$ cat src/rtl/hwloop_pkg.sv
// Package: shared types for the nested hardware loop controller.
// Assumes: nothing beyond a single clock domain.
package hwloop_pkg;
    // What the end-address comparator decides for the current fetch.
    typedef enum logic [1:0] {
        ACT_SEQ  = 2'd0,   // fall through to pc + 1
        ACT_BACK = 2'd1,   // branch back to the loop start, count down
        ACT_EXIT = 2'd2    // last pass: drop the level, fall through
    } loop_act_e;
endpackage

$ cat src/rtl/hwloop_stack.sv
// Module: hwloop_stack
// Holds up to DEPTH loop levels (start, end, remaining count), each with its
// own counter. Exposes the innermost level. Assumes push_i already includes
// the fetch strobe, and that dec_i and pop_i only arrive when a level exists.
module hwloop_stack #(
    parameter int AW    = 16,
    parameter int CW    = 16,
    parameter int DEPTH = 4,
    localparam int PW   = $clog2(DEPTH + 1)
) (
    input  logic          clk,
    input  logic          rst_n,
    input  logic          push_i,
    input  logic [AW-1:0] push_start_i,
    input  logic [AW-1:0] push_end_i,
    input  logic [CW-1:0] push_cnt_i,
    input  logic          dec_i,
    input  logic          pop_i,
    output logic [AW-1:0] top_start_o,
    output logic [AW-1:0] top_end_o,
    output logic [CW-1:0] top_cnt_o,
    output logic [PW-1:0] depth_o,
    output logic          full_o
);
    logic [PW-1:0] depth_q;
    logic [AW-1:0] lvl_start [DEPTH];
    logic [AW-1:0] lvl_end   [DEPTH];
    logic [CW-1:0] lvl_cnt   [DEPTH];
    logic          push_ok;

    assign full_o  = (depth_q == PW'(DEPTH));
    assign push_ok = push_i && !full_o;
    assign depth_o = depth_q;

    // Level pointer: grows on an accepted push, shrinks on a pop.
    always_ff @(posedge clk) begin
        if (!rst_n)       depth_q <= '0;
        else if (push_ok) depth_q <= depth_q + 1'b1;
        else if (pop_i)   depth_q <= depth_q - 1'b1;
    end

    // One register set per nesting level, each with its own down-counter.
    for (genvar i = 0; i < DEPTH; i++) begin : g_lvl
        always_ff @(posedge clk) begin
            if (!rst_n) begin
                lvl_start[i] <= '0;
                lvl_end[i]   <= '0;
                lvl_cnt[i]   <= '0;
            end else if (push_ok && depth_q == PW'(i)) begin
                lvl_start[i] <= push_start_i;
                lvl_end[i]   <= push_end_i;
                lvl_cnt[i]   <= (push_cnt_i == '0) ? CW'(1) : push_cnt_i;
            end else if (dec_i && depth_q == PW'(i + 1)) begin
                lvl_cnt[i]   <= lvl_cnt[i] - 1'b1;
            end
        end
    end

    // Innermost-level select for the comparator.
    always_comb begin
        top_start_o = '0;
        top_end_o   = '0;
        top_cnt_o   = '0;
        for (int i = 0; i < DEPTH; i++) begin
            if (depth_q == PW'(i + 1)) begin
                top_start_o = lvl_start[i];
                top_end_o   = lvl_end[i];
                top_cnt_o   = lvl_cnt[i];
            end
        end
    end

    // the level pointer never passes the stack size.
    a_r6_depth_bound: assert property (@(posedge clk) disable iff (!rst_n)
        depth_q <= PW'(DEPTH));

    // an accepted push adds exactly one level.
    a_r2_push_grows: assert property (@(posedge clk) disable iff (!rst_n)
        push_ok |=> depth_q == $past(depth_q) + 1'b1);

    // a refused push leaves the level count alone.
    a_r7_full_hold: assert property (@(posedge clk) disable iff (!rst_n)
        (push_i && full_o) |=> $stable(depth_q));
endmodule

$ cat src/rtl/hwloop_match.sv
// Module: hwloop_match
// Compares the fetched PC with the innermost end address and picks the
// successor PC. Assumes the stack outputs are valid whenever have_top_i is set.
module hwloop_match
    import hwloop_pkg::*;
#(
    parameter int AW = 16,
    parameter int CW = 16
) (
    input  logic          fetch_i,
    input  logic          push_i,
    input  logic          have_top_i,
    input  logic          match_en_i,
    input  logic [AW-1:0] pc_i,
    input  logic [AW-1:0] top_start_i,
    input  logic [AW-1:0] top_end_i,
    input  logic [CW-1:0] top_cnt_i,
    output loop_act_e     act_o,
    output logic [AW-1:0] next_pc_o
);
    logic hit;

    // End-address hit: only on a real fetch that is not itself a loop start.
    assign hit = fetch_i && !push_i && have_top_i && match_en_i && (pc_i == top_end_i);

    // Decide between falling through, branching back and leaving the loop.
    always_comb begin
        if (!hit)                 act_o = ACT_SEQ;
        else if (top_cnt_i > 1)   act_o = ACT_BACK;
        else                      act_o = ACT_EXIT;
    end

    // Successor address for the fetch unit.
    always_comb begin
        next_pc_o = (act_o == ACT_BACK) ? top_start_i : pc_i + 1'b1;
    end
endmodule

$ cat src/rtl/hwloop_isr_guard.sv
// Module: hwloop_isr_guard
// Records the loop depth at interrupt entry and masks the end-address match
// for the levels at or below it until the routine returns. Assumes a single
// interrupt level, and that the routine finishes its own loops before it returns.
module hwloop_isr_guard #(
    parameter int PW = 3
) (
    input  logic          clk,
    input  logic          rst_n,
    input  logic          enter_i,
    input  logic          return_i,
    input  logic [PW-1:0] depth_i,
    output logic          match_en_o
);
    logic          in_isr_q;
    logic [PW-1:0] base_q;

    // Track whether a routine is running and how deep the loops were at entry.
    always_ff @(posedge clk) begin
        if (!rst_n) begin
            in_isr_q <= 1'b0;
            base_q   <= '0;
        end else if (enter_i) begin
            in_isr_q <= 1'b1;
            base_q   <= depth_i;
        end else if (return_i) begin
            in_isr_q <= 1'b0;
        end
    end

    // Only levels pushed inside the routine may match.
    assign match_en_o = !in_isr_q || (depth_i > base_q);

    // the routine can never pop the levels it interrupted.
    a_r8_floor_kept: assert property (@(posedge clk) disable iff (!rst_n)
        (in_isr_q && !enter_i) |-> depth_i >= base_q);
endmodule

$ cat src/rtl/hwloop_ctrl.sv
// Module: hwloop_ctrl (top)
// Zero-overhead nested loop sequencer: a loop stack, an end-address comparator
// and an interrupt guard. Assumes push_i is only meaningful together with fetch_i.
module hwloop_ctrl
    import hwloop_pkg::*;
#(
    parameter int AW    = 16,
    parameter int CW    = 16,
    parameter int DEPTH = 4,
    localparam int PW   = $clog2(DEPTH + 1)
) (
    input  logic          clk,
    input  logic          rst_n,
    input  logic          fetch_i,
    input  logic [AW-1:0] pc_i,
    input  logic          push_i,
    input  logic [CW-1:0] push_count_i,
    input  logic [AW-1:0] push_end_i,
    input  logic          irq_enter_i,
    input  logic          irq_return_i,
    output logic [AW-1:0] next_pc_o,
    output logic          redirect_o,
    output logic          loop_done_o,
    output logic          overflow_o,
    output logic [PW-1:0] depth_o
);
    logic          push_f;
    logic          full;
    logic          match_en;
    logic [AW-1:0] top_start, top_end;
    logic [CW-1:0] top_cnt;
    loop_act_e     act;

    assign push_f      = push_i && fetch_i;
    assign redirect_o  = (act == ACT_BACK);
    assign loop_done_o = (act == ACT_EXIT);
    assign overflow_o  = push_f && full;

    hwloop_stack #(.AW(AW), .CW(CW), .DEPTH(DEPTH)) u_stack (
        .clk          (clk),
        .rst_n        (rst_n),
        .push_i       (push_f),
        .push_start_i (pc_i + 1'b1),
        .push_end_i   (push_end_i),
        .push_cnt_i   (push_count_i),
        .dec_i        (redirect_o),
        .pop_i        (loop_done_o),
        .top_start_o  (top_start),
        .top_end_o    (top_end),
        .top_cnt_o    (top_cnt),
        .depth_o      (depth_o),
        .full_o       (full)
    );

    hwloop_match #(.AW(AW), .CW(CW)) u_match (
        .fetch_i      (fetch_i),
        .push_i       (push_i),
        .have_top_i   (depth_o != '0),
        .match_en_i   (match_en),
        .pc_i         (pc_i),
        .top_start_i  (top_start),
        .top_end_i    (top_end),
        .top_cnt_i    (top_cnt),
        .act_o        (act),
        .next_pc_o    (next_pc_o)
    );

    hwloop_isr_guard #(.PW(PW)) u_guard (
        .clk          (clk),
        .rst_n        (rst_n),
        .enter_i      (irq_enter_i),
        .return_i     (irq_return_i),
        .depth_i      (depth_o),
        .match_en_o   (match_en)
    );

    // no loop action without a fetch.
    a_r10_idle_quiet: assert property (@(posedge clk) disable iff (!rst_n)
        !fetch_i |-> (!redirect_o && !loop_done_o));

    // a branch back keeps the level.
    a_r3_back_keeps: assert property (@(posedge clk) disable iff (!rst_n)
        redirect_o |=> $stable(depth_o));

    // leaving a loop drops exactly one level.
    a_r4_exit_pops: assert property (@(posedge clk) disable iff (!rst_n)
        loop_done_o |=> depth_o == $past(depth_o) - 1'b1);

    // overflow and a loop action never coincide.
    a_r7_ovf_alone: assert property (@(posedge clk) disable iff (!rst_n)
        overflow_o |-> (!redirect_o && !loop_done_o));
endmodule

$ cat config.mk
export PLATFORM = sky130hd
export DESIGN_NAME = hwloop_ctrl
export DESIGN_NICKNAME = d
export VERILOG_FILES = /design/src/rtl/hwloop_pkg.sv /design/src/rtl/hwloop_stack.sv /design/src/rtl/hwloop_match.sv /design/src/rtl/hwloop_isr_guard.sv /design/src/rtl/hwloop_ctrl.sv
export SDC_FILE = /design/constraint.sdc
export NUM_CORES = 1
export LEC_CHECK = 0
export BUFFER_PORTS_ARGS = -buffer_cell sky130_fd_sc_hd__buf_2
export CAP_MARGIN = 0
export CORE_ASPECT_RATIO = 0.7
export CORE_MARGIN = 10
export CORE_UTILIZATION = 45
export DETAILED_ROUTE_END_ITERATION = 12
export MAX_ROUTING_LAYER = met4
export PLACE_DENSITY = 0.69
export SLEW_MARGIN = 30
export SYNTH_ARGS = -nofsm -noshare
export SYNTH_HDL_FRONTEND = slang
export SYNTH_HIERARCHICAL = 1
export SYNTH_SLANG_ARGS = --single-unit
$ cat constraint.sdc
create_clock -name clk -period 5.2 [get_ports clk]
set_input_delay 0.52 -clock clk [delete_from_list [all_inputs] [get_ports clk]]
set_output_delay 0.52 -clock clk [all_outputs]
set_load 0.05 [all_outputs]
; ---- After elaboration in Yosys (flattened, before gate mapping)
; Memories as Yosys holds them, arrays and structs flattened.
; Cells that the tools add are included.
[classes]
reduce_logical = 24
magnitude_cmp = 2
n_bitwise = 16
eq_ne = 7
addsub = 7
n_mux = 65
[ops]
columns = op, count
row1 = 16-bit 2-to-1 mux, 30
row2 = "16-bit by 1-bit subtractor with 16-bit output, second input constant", 4
row3 = 1-bit 2-to-1 mux, 31
row4 = "16-bit by 1-bit adder with 16-bit output, second input constant", 1
row5 = 16-bit == test, 1
row6 = "16-bit by 1-bit > comparator with 1-bit output, second input constant", 1
row7 = 16-bit zero test, 1
row8 = 1-bit OR, 16
row9 = 1-bit logical AND, 15
row10 = "3-bit by 2-bit == test with 1-bit output, second input constant", 2
row11 = 3-bit 2-to-1 mux, 2
row12 = 2-bit 2-to-1 mux, 2
row13 = 2-bit nonzero test, 2
row14 = "3-bit by 1-bit adder with 3-bit output, second input constant", 1
row15 = "3-bit by 1-bit == test with 1-bit output, second input constant", 1
row16 = "3-bit == test, second input constant", 1
row17 = 3-bit > comparator, 1
row18 = 1-bit zero test, 3
row19 = 3-bit zero test, 1
row20 = 3-bit nonzero test, 1
row21 = "3-bit by 1-bit subtractor with 3-bit output, second input constant", 1
row22 = "2-bit by 1-bit == test with 1-bit output, second input constant", 1
row23 = "2-bit == test, second input constant", 1
row24 = 1-bit logical OR, 1
[word_totals]
wordCells = 127
mem_bits_rw = 192
in_bits = 54
regBits = 7
memories = 3
[memory_table]
columns = name, depth, word_bits, rd, rd_ports_with_merged_regs, wr, line_no
row1 = u_stack.lvl_cnt, 4, 16, 4, 0, 4, hwloop_stack.sv:28  ; logic [CW-1:0] lvl_cnt [DEPTH];
row2 = u_stack.lvl_end, 4, 16, 4, 0, 4, hwloop_stack.sv:27  ; logic [AW-1:0] lvl_end [DEPTH];
row3 = u_stack.lvl_start, 4, 16, 4, 0, 4, hwloop_stack.sv:26  ; logic [AW-1:0] lvl_start [DEPTH];

; ---- Logic depth before layout (Yosys ltp)
; Gate-level depths: netlist (run 1).
[depth]
ltp_word = 15
ltp_mapped = 20
mapped_depth_nobuf = 15

; ---- By module
; The synthesis (run 1) kept the hierarchy.
[modules_own_cells]
columns = mod, area_each_um2, cells_per_inst, n_inst
row1 = hwloop_stack, 10188.5, 885, 1
row2 = hwloop_match, 749.5, 92, 1
row3 = hwloop_ctrl, 329.1, 48, 1
row4 = hwloop_isr_guard, 221.5, 23, 1

; ---- Worst setup path before layout (run 1)
; No wires, ideal clock.
[synth_path]
kind = register to register
start = register u_stack.depth_q[2], in the netlist u_stack/depth_o[2]
end = memory u_stack.lvl_cnt[3][0], enable pin
period_less_slack_ns = 5.381
arrival_time_ns = 5.006
required_ns = 4.825
slack_ns = -0.181
stages_incl_launch_ff = 17
n_path_buf = 5
setup_ns = 0.375
cell_sequence = dfxtp_1 -> buf_2 -> inv_1 -> ha_1 -> clkbuf_1 -> clkbuf_1 -> clkbuf_1 -> a221oi_1 -> o2bb2ai_1 -> xor2_1 -> nor4_1 -> nand3_1 -> nor3b_1 -> nor2b_1 -> nand4_1 -> clkbuf_1 -> nand3_1
[synth_rtl]
columns = element, line_no
row1 = from (decl), hwloop_stack.sv:25  ; logic [PW-1:0] depth_q;
row2 = from (signal assigned), hwloop_stack.sv:38  ; else if (push_ok) depth_q <= depth_q + 1'b1;
row3 = from (signal assigned), hwloop_stack.sv:39  ; else if (pop_i) depth_q <= depth_q - 1'b1;
row4 = to (decl), hwloop_stack.sv:28

; ---- Worst setup path in the final report (run 1)
[layout_path]
start = register u_stack.depth_q[0], in the netlist u_stack/depth_o[0]
end = output loop_done_o
[layout_between]
elab_chain_cells = 9
elab_cells_between_ends = 23
[layout_rtl]
columns = element, line_no
row1 = 3-bit by 1-bit == test with 1-bit output, hwloop_stack.sv:65  ; if (depth_q == PW'(i + 1)) begin
row2 = 16-bit 2-to-1 mux (3 in series), hwloop_stack.sv:65
row3 = 16-bit 2-to-1 mux (*), hwloop_stack.sv:65
row4 = named net top_end[9], hwloop_ctrl.sv:30  ; logic [AW-1:0] top_start, top_end;
row5 = 16-bit == test (*), hwloop_match.sv:24  ; assign hit = fetch_i && !push_i && have_top_i && match_en_i && (pc_i == top_end_i);
row6 = 1-bit logical AND (*), hwloop_match.sv:24
row7 = 2-bit 2-to-1 mux (*), hwloop_match.sv:28  ; if (!hit) act_o = ACT_SEQ;
row8 = named net act[1], hwloop_ctrl.sv:32  ; loop_act_e act;
row9 = 2-bit == test (*), hwloop_ctrl.sv:36  ; assign loop_done_o = (act == ACT_EXIT);
row10 = to (decl), hwloop_ctrl.sv:23  ; output logic loop_done_o,
; Mark *: on every way through the listed nets, which the timed path passes. The rest lies on a longest branch.

==> run_results.csv, run 1 <==
group,metric,value,unit
sta,fin_skew,15.7,ps
global_route,antenna_found_initial,4,
worst_hold_path,worst_hold_path_type,"in -> reg",
sta,finalCritPeriodShare,0.930,
flow_run,cap_viol_max_count,0,
layout,layout_commonest_cell,"edfxtp_1",
clock_network,cts_buffer_depth,2,
global_route,grt_pass1_vias,8391,
die,rows,48,
pwr,internal-power,2.61,mW
pwr,p_total,3.61,mW
clock_network,clkLatencyLatePin,440,ps
global_route,use_met1,0.279,
pwr,p_leak,4.58,nW
drt,routedWlPerCell,22.5,µm
layout,final_cell_mix,"edfxtp_1, and2_1, o21ai_0",
clock_network,clkSinkCount,199,
yosys,syn_inst,1045,
sta,finalCriticalPeriod,4840,ps
sta,rsz0062_at_grt,"no",
yosys,synthesis.area,0.0115,mm²
pwr,combPwrFrac,0.110,
yosys,yosys_warnings,6,
drt,drtAntennaViolNets,0,
drt,vias,8637,
clock_network,numCtsBuffers,17,
status,status,"completed",
global_route,track_usage,0.203,
drt,wirelength,32.4,mm
die,start_util,0.461,
worst_setup_path,worstPathRequired,4680,ps
pwr,switching_share,0.275,
yosys,syn_nets,1114,
sta,worst_slew_pin_slew,887,ps
layout,drive_gt1_frac,0.153,
die,design.core.area,0.0249,mm²
placed_design,port_buffers,75,
pwr,clock_power_share,0.364,
clock_network,root_buffer,"clkbuf_16",
global_route,grtUsageMet2,0.294,
drt,drc,0,
clock_network,cts_tree,"done",
placed_design,pre_cts_ws,423,ps
clock_network,cts.htree.levels,4,
global_route,grt_overflow,0,
drt,firstDrtPassIters,5,
sta,tns,0,ps
layout,nets,1166,
layout,synthToLayoutAreaGrowth,11.3,%
die,pin_count,76,
yosys,syn_avg_cell_area,11.0,µm²
worst_setup_path,worst_setup_path_end_kind,"output pin",
sta,max_slew_margin,0.401,
sta,final-hold-violation-count,0,
die,fp.dieArea,0.0324,mm²
layout,postLayoutCoreUtil,0.513,
global_route,grt_pass1_wl,49.7,mm
global_route,use_met3,0.0518,
worst_setup_path,cp-start-kind,"flip-flop",
sta,max_freq,0.207,GHz
placed_design,gp_congestion,0.928,
drt,drt_iter0_drc,1006,
global_route,top_usage_layer,"met2",
pwr,ir_drop,275,µV
worst_setup_path,worstSetupPathType,"reg -> out",
sta,finalWorstSetupSlack,364,ps
pwr,powerDensity,283,mW/mm²
die,die_h,154,µm
worst_setup_path,crit_fanout,48,
pwr,pwr-share-seq,0.526,
die,die_x,211,µm
global_route,grt_max_degree,49,
clock_network,cts.clk_slew.worst_paths,80,ps
sta,finalSetupViolCount,0,
placed_design,hpwlAfterDp,22.2,mm
pwr,p_switching,0.993,mW
sta,slew_viol_final,0,
worst_setup_path,crit_arrival,4320,ps
drt,viasPerCell,6.00,
[power by group through the flow]
stage | Clock [mW] | Combinational [mW] | Sequential (mW)
3_3_place_gp | 0 | 0.383 | 1.93
5_1_grt | 1.40 | 0.427 | 1.91
4_1_cts | 1.33 | 0.391 | 1.90
3_5_place_dp | 0 | 0.389 | 1.93
2_1_floorplan | 0 | 0.247 | 1.91
6_report | 1.31 | 0.396 | 1.90
[final timing paths]
kind	slack [ps]	cells after the start	from	to
max	360	12	u_stack/depth_o[0]	loop_done_o
min	380	2	irq_enter_i	u_guard/in_isr_q
max reg2reg	560	15	u_stack/depth_o[0]	u_stack/lvl_cnt[0][14]
min reg2reg	530	2	u_guard/base_q[1]	u_guard/base_q[1]
[state kept, by name, indices dropped and copies added (netlist names)]
signal and cells:
u_guard/base_q 3, u_stack/lvl_start 64, u_stack/lvl_end 64, u_stack/lvl_cnt 64, u_guard/in_isr_q 1, u_stack/depth_o 3
[repair_timing]
action | CTS | global route
setup endpoints to repair | 0 | 4
buffers inserted | 0 | 1
resized for setup | 0 | 0
hold buffers | 0 | 0
[layer usage]
metal / vias up / share of wire
met5: - / 0
li1: 4000 / -
met1: 4188 / 0.44
met3: 38 / 0.10
met4: 0 / 0.013
met2: 411 / 0.44
[cell type report]
| type | count | area (µm²) |
|---|---|---|
| inverters | 30 | 113 |
| repair buffers | 99 | 556 |
| multi-input cells | 750 | 5190 |
| diodes | 4 | 10.0 |
| well taps | 325 | 407 |
| flip-flops and latches | 199 | 5910 |
| fillers | 2244 | 12100 |
| clock inverters | 15 | 158 |
| clock buffers | 17 | 425 |
[worst max-delay path, stage by stage, from the launching register on]
cell	delay, ps
dfxtp_1	490
inv_1	140
ha_1	320
nand2_1	130
buf_4	450
o21ai_0	170
o2bb2ai_1	210
xor2_1	90
nor4_1	430
nand3_1	180
nor3_1	330
nor2b_1	530
buf_2	380
[stage by stage]
step	std cells	hold slack, ps	instance area, µm²
global route	1439	380	12800
finish	1439	385	12800
CTS	1434	371	12700
floorplan	1045	483	11500
global placement	1402	499	12200
detailed placement	1402	513	12200
No activity file was read; power rests on OpenSTA's default activity.
==> run 2: changes to the inputs <==
--- a/config.mk
+++ b/config.mk
@@ -5,14 +5,16 @@
 export SDC_FILE = /design/constraint.sdc
 export NUM_CORES = 1
 export LEC_CHECK = 0
-export BUFFER_PORTS_ARGS = -buffer_cell sky130_fd_sc_hd__buf_2
 export CAP_MARGIN = 0
+export CELL_PAD_IN_SITES_DETAIL_PLACEMENT = 0
+export CELL_PAD_IN_SITES_GLOBAL_PLACEMENT = 1
 export CORE_ASPECT_RATIO = 0.7
 export CORE_MARGIN = 10
 export CORE_UTILIZATION = 45
 export DETAILED_ROUTE_END_ITERATION = 12
+export DONT_BUFFER_PORTS = 1
 export MAX_ROUTING_LAYER = met4
-export PLACE_DENSITY = 0.69
+export PLACE_DENSITY = 0.78
 export SLEW_MARGIN = 30
 export SYNTH_ARGS = -nofsm -noshare
 export SYNTH_HDL_FRONTEND = slang
==> constraint.sdc (replaced) <==
create_clock -name clk -period 5.2 [get_ports clk]
set_input_delay 0.52 -clock clk [delete_from_list [all_inputs] [get_ports clk]]
set_output_delay 0.52 -clock clk [all_outputs]
set_load 0.1 [all_outputs]
==> run 2 against run 1 <==
Net effect: die area is the same; largest power group unchanged; global-route usage grew 0.055 points; clock skew shrank 1.9 ps; flip-flop and latch count is the same; sequential share of layout area grew 0.59 points.
==> run_results.csv, run 2 (same netlist as run 1, synthesis figures left out) <==
group,metric,value,unit
placed_design,gp_congestion,0.897,
layout,layout_commonest_cell,"edfxtp_1",
worst_setup_path,crit_arrival,4960,ps
layout,final_cell_mix,"edfxtp_1, and2_1, o21ai_0",
layout,top_regs,"u_stack/lvl_cnt (64), u_stack/lvl_end (64), u_stack/lvl_start (64)",
drt,vias,8304,
sta,worst_slew_pin_slew,911,ps
worst_setup_path,crit_fanout,17,
sta,finalSetupViolCount,0,
placed_design,port_buffers,0,
flow_run,cap_viol_max_count,0,
drt,wirelength,32.3,mm
die,die_h,154,µm
clock_network,clkLatencyLatePin,440,ps
clock_network,cts_tree,"done",
placed_design,dpl_cell_area,0.0120,mm²
sta,final-hold-violation-count,0,
sta,finalCritPeriodShare,0.905,
clock_network,cts.htree.levels,4,
worst_setup_path,slowest_stage,"nand4_1",
clock_network,cts.clk_slew.worst_paths,80,ps
layout,synthToLayoutAreaGrowth,9.94,%
worst_setup_path,cp_common_cell,"buf_4",
placed_design,hpwlAfterDp,22.4,mm
global_route,track_usage,0.204,
sta,tns,0,ps
clock_network,cts_hold_buf,0,
sta,max_slew_margin,0.391,
layout,antennaDiodeCount,0,
drt,firstDrtPassIters,5,
worst_setup_path,cp_top_family,"simple AND/OR/NAND/NOR gates",
drt,drt_iter0_drc,829,
global_route,grt_max_degree,51,
layout,drive_gt1_frac,0.105,
clock_network,ctsResizeCount,0,
drt,drc,0,
drt,drtAntennaViolNets,0,
die,start_util,0.461,
die,fp.dieArea,0.0324,mm²
drt,viasPerCell,6.06,
die,pin_count,76,
layout,fillers,2236,
worst_setup_path,worst_setup_path_end_kind,"flip-flop",
placed_design,pre_cts_ws,527,ps
pwr,ir_drop,243,µV
sta,finalWorstSetupSlack,494,ps
clock_network,cts_setup_buffers,0,
pwr,powerDensity,294,mW/mm²
clock_network,cts_buffer_depth,2,
sta,fin_skew,13.8,ps
worst_setup_path,worstPathRequired,5450,ps
global_route,grt_pass1_wl,49.6,mm
die,die_x,211,µm
worst_setup_path,cp-start-kind,"flip-flop",
global_route,grt_pass1_vias,8048,
worst_setup_path,critPathMaxStageDelay,640,ps
global_route,grt_overflow,0,
die,design.core.area,0.0249,mm²
sta,slew_viol_final,0,
worst_setup_path,crit_buf_inv,4,
clock_network,clkSinkCount,199,
clock_network,numCtsBuffers,17,
clock_network,root_buffer,"clkbuf_16",
pwr,p_leak,4.38,nW
status,status,"completed",
layout,nets,1101,
global_route,antenna_found_initial,0,
die,rows,48,
sta,rsz0062_at_grt,"no",
drt,routedWlPerCell,23.6,µm
sta,holdWs,202,ps
worst_setup_path,worstSetupPathType,"reg -> reg",
worst_setup_path,crit_chain,"inv_1 -> ha_1 -> nand2_1 -> clkinv_1 -> buf_4 -> o2bb2ai_1 -> xor2_1 -> nor4_1 -> nand3_1 -> nor3b_1 -> nor2b_4 -> buf_4 -> nand4_1 -> o21ai_0",
sta,max_freq,0.212,GHz
layout,stdcell_area,0.0126,mm²
sta,finalCriticalPeriod,4710,ps
worst_hold_path,worst_hold_path_type,"in -> reg",
==> run 2: cell types whose count changed in the layout (fill, tap and decap cells not counted), sizes merged <==
cell      before  now
buf           99   34
clkinvlp       1    0
diode          4    0
inv           37   35
bufinv         0    4
clkinv         7    6
==> run 2: final timing paths <==
path | startpoint | to | slack (ps) | cells past startpoint
min | rst_n | u_guard/in_isr_q | 200 | 1
max reg2reg | u_stack/depth_o[0] | u_stack/lvl_cnt[1][7] | 490 | 14
max | u_stack/depth_o[0] | u_stack/lvl_cnt[1][7] | 490 | 14
min reg2reg | u_guard/base_q[2] | u_guard/base_q[2] | 520 | 2
==> run 2: cell type report <==
cell class                      count  area (µm²)  area share
Timing Repair Buffer               34         343      0.0272
Clock inverter                     15         213      0.0169
Clock buffer                       17         425      0.0337
Tap cell                          325         407      0.0323
Sequential cell                   199        5910       0.469
Multi-Input combinational cell    750        5200       0.412
Inverter                           30         113     0.00893
==> run 2: where the power goes <==
group          switching [mW]  leakage, nW  internal (mW)
registers              0.0585         2.05           1.84
clock network           0.622        0.314          0.819
logic                   0.247         2.02          0.130
total                   0.927         4.38           2.79
==> run 2: layer usage <==
metal  GRT usage  vias to the layer above  part of all wire
li1            -                     3862                 -
met1       0.295                     4079              0.47
met2       0.284                      331              0.43
met3      0.0467                       32             0.087
met4      0.0423                        0             0.012
met5           -                        -                 0
==> run 2: metrics by stage <==
| stage | util | cells | power (mW) |
|---|---|---|---|
| finish | 0.507 | 1370 | 3.71 |
| global route | 0.507 | 1370 | 3.83 |
| CTS | 0.507 | 1370 | 3.73 |
| detailed placement | 0.481 | 1338 | 2.30 |
| global placement | 0.481 | 1338 | 2.30 |
| floorplan | - | 1045 | 2.19 |
